`config.mk`:
```
export PLATFORM = sky130hd
export DESIGN_NAME = mdio_mgmt_target
export DESIGN_NICKNAME = d
export VERILOG_FILES = /design/src/rtl/mdio_tgt_pkg.sv /design/src/rtl/mdio_tgt_ctrl.sv /design/src/rtl/mdio_tgt_data.sv /design/src/rtl/mdio_mgmt_target.sv
export SDC_FILE = /design/constraint.sdc
export NUM_CORES = 1
export LEC_CHECK = 0
export ABC_AREA = 0
export BUFFER_PORTS_ARGS = -buffer_cell sky130_fd_sc_hd__buf_2
export CAP_MARGIN = 20
export CORE_AREA = 2 2 142 144
export CTS_CLUSTER_SIZE = 14
export DETAILED_ROUTE_END_ITERATION = 7
export DIE_AREA = 0 0 144 146
export GPL_ROUTABILITY_DRIVEN = 1
export GPL_TIMING_DRIVEN = 0
export MAX_ROUTING_LAYER = met4
export PLACE_DENSITY = 0.75
export RECOVER_POWER = 50
export SYNTH_ARGS = -nofsm -noshare
export SYNTH_HDL_FRONTEND = slang
export SYNTH_HIERARCHICAL = 1
export SYNTH_SLANG_ARGS = --single-unit
```
`constraint.sdc`:
```
create_clock -name clk -period 12.4 [get_ports clk]
set_input_delay 0.62 -clock clk [delete_from_list [all_inputs] [get_ports clk]]
set_output_delay 0.62 -clock clk [all_outputs]
set_load 0.02 [all_outputs]
```
`src/rtl/mdio_tgt_pkg.sv`:
```
package mdio_tgt_pkg;

  localparam int WORD_W   = 32;
  localparam int DATA_W   = 16;
  localparam int HDR_BITS = 16;

  localparam logic [3:0] OP_READ  = 4'd6;
  localparam logic [3:0] OP_WRITE = 4'd5;

  // strobes from the control half to the datapath half
  typedef struct packed {
    logic shift;        // sampled rising edge of the management clock
    logic inBit;        // bit entering the shift word on that edge
    logic loadRead;     // replace the shift word with register read data
    logic commitWrite;  // write checkpoint reached with a write opcode
    logic mdiEn;        // return line follows shift word bit 15
  } mdioStrobeT;

endpackage

```
`src/rtl/mdio_tgt_ctrl.sv`:
```
module mdio_tgt_ctrl
  import mdio_tgt_pkg::*;
#(
  parameter int CNT_W     = 6,
  parameter int SYNC_DEPTH = 2
) (
  input  logic                clk,
  input  logic                rstN,
  input  logic                mdcRaw,
  input  logic                mdoRaw,
  input  logic                readDirRaw,
  input  logic [WORD_W-1:0]   shiftWord,
  output mdioStrobeT          strobes,
  output logic [CNT_W-1:0]    bitCount
);

  localparam logic [CNT_W-1:0] CNT_MAX   = {CNT_W{1'b1}};
  localparam logic [CNT_W-1:0] CNT_READ  = CNT_W'(HDR_BITS);
  localparam logic [CNT_W-1:0] CNT_WRITE = CNT_W'(WORD_W);

  // synchroniser chains: bit 0 = mdc, bit 1 = mdo, bit 2 = direction
  logic [2:0] syncStage [SYNC_DEPTH];
  logic       mdcPrev;

  genvar s;
  generate
    for (s = 0; s < SYNC_DEPTH; s++) begin : g_sync
      always_ff @(posedge clk) begin
        if (!rstN) begin
          syncStage[s] <= '0;
        end else if (s == 0) begin
          syncStage[s] <= {readDirRaw, mdoRaw, mdcRaw};
        end else begin
          syncStage[s] <= syncStage[(s == 0) ? 0 : s-1];
        end
      end
    end
  endgenerate

  logic mdcS, mdoS, dirS;
  assign mdcS = syncStage[SYNC_DEPTH-1][0];
  assign mdoS = syncStage[SYNC_DEPTH-1][1];
  assign dirS = syncStage[SYNC_DEPTH-1][2];

  always_ff @(posedge clk) begin
    if (!rstN) mdcPrev <= 1'b0;
    else       mdcPrev <= mdcS;
  end

  logic              riseEdge;
  logic [CNT_W-1:0]  cntInc;
  logic              inBit;
  logic [WORD_W-1:0] candidate;
  logic              allOnes;

  always_comb begin
    riseEdge  = mdcS & ~mdcPrev;
    cntInc    = (bitCount == CNT_MAX) ? bitCount : bitCount + 1'b1;
    inBit     = ((cntInc < CNT_READ) || !dirS) ? mdoS : 1'b0;
    candidate = {shiftWord[WORD_W-2:0], inBit};
    allOnes   = &candidate;
  end

  always_ff @(posedge clk) begin
    if (!rstN) begin
      bitCount <= '0;
    end else if (riseEdge) begin
      bitCount <= allOnes ? '0 : cntInc;
    end
  end

  always_comb begin
    strobes.shift       = riseEdge;
    strobes.inBit       = inBit;
    strobes.loadRead    = riseEdge && !allOnes && (cntInc == CNT_READ) &&
                          (candidate[15:12] == OP_READ);
    strobes.commitWrite = riseEdge && !allOnes && (cntInc == CNT_WRITE) &&
                          (candidate[31:28] == OP_WRITE);
    strobes.mdiEn       = (bitCount >= CNT_READ) && dirS;
  end

endmodule

```
`src/rtl/mdio_tgt_data.sv`:
```
module mdio_tgt_data
  import mdio_tgt_pkg::*;
#(
  parameter int PHY_ADDR  = 1,
  parameter int REG_COUNT = 32
) (
  input  logic              clk,
  input  logic              rstN,
  input  mdioStrobeT        strobes,
  output logic [WORD_W-1:0] shiftWord,
  output logic              mdiOut
);

  function automatic logic [DATA_W-1:0] regDefault(input int idx);
    case (idx)
      0:       return 16'h3100;
      1:       return 16'hF02C;
      2:       return 16'h7810;
      4:       return 16'h0501;
      5:       return 16'h4181;
      16:      return 16'h0003;
      17:      return 16'h0600;
      18:      return 16'h0001;
      default: return 16'h0000;
    endcase
  endfunction

  function automatic logic [DATA_W-1:0] regMask(input int idx);
    if (idx >= 1 && idx <= 3)        return 16'hFFFF;
    else if (idx == 4)               return 16'hC01F;
    else if (idx == 5 || idx == 6)   return 16'hFFFF;
    else if (idx == 16)              return 16'h0FFF;
    else if (idx >= 18 && idx <= 25) return 16'hFFFF;
    else                             return 16'h0000;
  endfunction

  logic [DATA_W-1:0] bank [REG_COUNT];
  logic [WORD_W-1:0] candidate;

  // fields at the read checkpoint
  logic [4:0]        rdPhy, rdReg;
  // fields at the write checkpoint
  logic [4:0]        wrPhy, wrReg;
  logic [DATA_W-1:0] wrData;
  logic [DATA_W-1:0] readVal;
  logic              wrHit;

  always_comb begin
    candidate = {shiftWord[WORD_W-2:0], strobes.inBit};
    rdPhy  = candidate[11:7];
    rdReg  = candidate[6:2];
    wrPhy  = candidate[27:23];
    wrReg  = candidate[22:18];
    wrData = candidate[15:0];
    wrHit  = strobes.commitWrite && (wrPhy == 5'(PHY_ADDR));
  end

  always_comb begin
    readVal = '0;
    for (int i = 0; i < REG_COUNT; i++) begin
      if (rdReg == 5'(i)) readVal = bank[i];
    end
    if (rdPhy != 5'(PHY_ADDR)) readVal = '0;
  end

  always_ff @(posedge clk) begin
    if (!rstN) begin
      for (int i = 0; i < REG_COUNT; i++) bank[i] <= regDefault(i);
    end else if (wrHit) begin
      for (int i = 0; i < REG_COUNT; i++) begin
        if (wrReg == 5'(i)) begin
          bank[i] <= (bank[i] & ~regMask(i)) | (wrData & regMask(i));
        end
      end
    end
  end

  always_ff @(posedge clk) begin
    if (!rstN) begin
      shiftWord <= '0;
    end else if (strobes.shift) begin
      shiftWord <= strobes.loadRead ? {{(WORD_W-DATA_W){1'b0}}, readVal}
                                    : candidate;
    end
  end

  always_ff @(posedge clk) begin
    if (!rstN) mdiOut <= 1'b0;
    else       mdiOut <= strobes.mdiEn & shiftWord[DATA_W-1];
  end

endmodule

```
`src/rtl/mdio_mgmt_target.sv`:
```
module mdio_mgmt_target
  import mdio_tgt_pkg::*;
#(
  parameter int PHY_ADDR  = 1,
  parameter int REG_COUNT = 32,
  parameter int CNT_W     = 6
) (
  input  logic clk,
  input  logic rstN,
  input  logic mdcIn,
  input  logic mdoIn,
  input  logic readDirIn,
  output logic mdiOut
);

  mdioStrobeT        strobes;
  logic [CNT_W-1:0]  bitCount;
  logic [WORD_W-1:0] shiftWord;

  mdio_tgt_ctrl #(.CNT_W(CNT_W), .SYNC_DEPTH(2)) u_ctrl (
    .clk        (clk),
    .rstN       (rstN),
    .mdcRaw     (mdcIn),
    .mdoRaw     (mdoIn),
    .readDirRaw (readDirIn),
    .shiftWord  (shiftWord),
    .strobes    (strobes),
    .bitCount   (bitCount)
  );

  mdio_tgt_data #(.PHY_ADDR(PHY_ADDR), .REG_COUNT(REG_COUNT)) u_data (
    .clk       (clk),
    .rstN      (rstN),
    .strobes   (strobes),
    .shiftWord (shiftWord),
    .mdiOut    (mdiOut)
  );

endmodule

```
==> out/qor.csv <==
metric,value,unit
via count,9774,
Ports,6,
Max Clock Skew,14.18,ps
die width,144,µm
"Slew Viols, Final",10,
Yosys warnings,6,
Pwr Density,143.5,nW/µm²
min-delay src,mdoIn,
GPL Wtd Cong,0.9954,
HPWL after detailed placement,27.05,mm
CP Class,flop to flop,
area grow syn2layout,9.947,%
TNS Setup,0,ps
"commonest non-fill, non-tap cell in the layout",edfxtp_1,
Worst-Skew Late Latency,550,ps
Min-Delay Path Depth,2,
FF/Latch Area,7717,µm²
Post-CTS Setup Bufs,0,
Crit. End Element,flop,
GR Util All Layers,39.81,%
nets,1110,
Leak,4.528,nW
CORE AREA,19330,µm²
status,"finished, violations left",
CP arrival,6250,ps
post-CTS sizing,0,
initial core utilization,63.37,%
Pwr Total,0.001933,W
"Min Clock Period, post-route",6078,ps
Critical Path RT,12570,ps
Worst slew margin,-24.32,%
r2r setup slk,6320,ps
GR Overflow Total,0,
Port Buffers,5,
number of H-tree levels,1,
routed length per instance,28.74,µm
most frequent cells in the layout,"edfxtp_1, nor2_1, nand2_1",
multi-input combinational cell area,3968,µm²
Die ar.,21020,µm²
FF-to-FF End,u_data/bank[0][81],
first-pass GRT wire length,58.43,mm
DR DRC count,0,
MaxCap Viol Count,1,
initial antenna violation count,0,
RSZ-0062 raised after global routing,no,
CTS tree,built,
Via density,7.032,
fin area,13470,µm²
Die Span Y,146,µm
final WL,39.95,mm
Worst-path clk slew,60,ps
clk buf depth,3,
"Net Count, Synth",1068,
Worst Max-Slew Pin Slew,1839,ps
worst-path fanout max,16,
DRT Pass-1 Iters,7,
Crit. Startpoint,u_ctrl/bitCount[1],
HP Class,input pin to flop,
initial drt markers,1706,
Hold EP,u_ctrl/syncStage[0][1],
synthesized area,12250,µm²
Root Driver,clkbuf_16,
R2R Path Start,u_ctrl/bitCount[1],
failing checks,"capacitance limit, slew limit",
clk sinks,272,
hold_buf cts,0,
Syn Inst Count,1062,
Ant. Diodes,0,
Num CTS Buffers,27,
FP Rows,51,
Reg2Reg Depth,11,
syn_area_per_cell,11.54,µm²
placed instance area,12770,µm²
hold slack,280.2,ps
VDD IR-drop max,166.0,µV
vias in the first global route,9292,
# setup viols final,0,
layout cell share with drive strength beyond 1,8.356,%
startpoint types,flop,
Fillers,1473,
largest net degree at the start of global routing,17,
Final Hold Fails,0,
period utilization,49.02,%
fmax,0.1645,GHz
remaining antenna violation count after routing,0,
==> registers in the layout, indices dropped and copies added, names as in the netlist <==
signal            flops
u_data/bank         227
u_data/shiftWord     31
u_ctrl/bitCount       6
u_ctrl/syncStage      6
u_ctrl/mdcPrev        1
u_data/mdiOut         1
==> how the worst max path moves through the flow <==
stage / end / slack [ps] / depth (start not counted)
2_1_floorplan: u_data/bank[1][64] / 8320 / 10
3_3_place_gp: u_data/bank[1][107] / 6950 / 10
3_5_place_dp: u_data/bank[0][90] / 8000 / 11
4_1_cts: u_data/bank[0][95] / 7980 / 11
5_1_grt: u_data/bank[0][80] / 6240 / 11
6_report: u_data/bank[0][81] / 6320 / 11
==> worst max-delay path, stage by stage, from the launching register on <==
cell and delay [ps]:
dfxtp_1 400, ha_1 170, clkbuf_1 340, and3_1 240, a32oi_1 90, or4_1 480, nor2_1 100, or4b_1 500
nor4b_1 1500, nand3_1 700, buf_2 410, nand2_1 750
==> layer usage <==
layer	track usage [%]	share of wire (%)	vias up	wire length, µm
met5	-	0	-	0
met4	19.71	6.5	0	2607
met3	12.54	15	199	6060
met2	56.38	43	894	17230
met1	52.01	35	4639	14050
li1	-	-	4042	-
==> through the flow <==
step                util, %  setup slack [ps]  std cells
floorplan                 -              8321       1062
global placement      65.21              6946       1332
detailed placement    66.06              7995       1339
CTS                   70.30              7980       1389
global route          69.67              6239       1390
finish                69.67              6322       1390
==> final cells by class <==
class,instances,area share (%)
flip-flops and latches,272,57.29
multi-input cells,664,29.45
clock buffers,35,5.313
well taps,265,2.461
plain buffers,78,2.378
inverters,48,1.338
repair buffers,13,0.9846
clock inverters,15,0.7802
==> power by group <==
part	internal, W	total, W	switching [W]
sequential	0.00103	0.00104	0.0000151
combinational	0.0000287	0.000118	0.0000895
clock	0.000428	0.000773	0.000345
total	0.00148	0.00193	0.000450
Note: power is estimated with default switching activity, not from simulation.
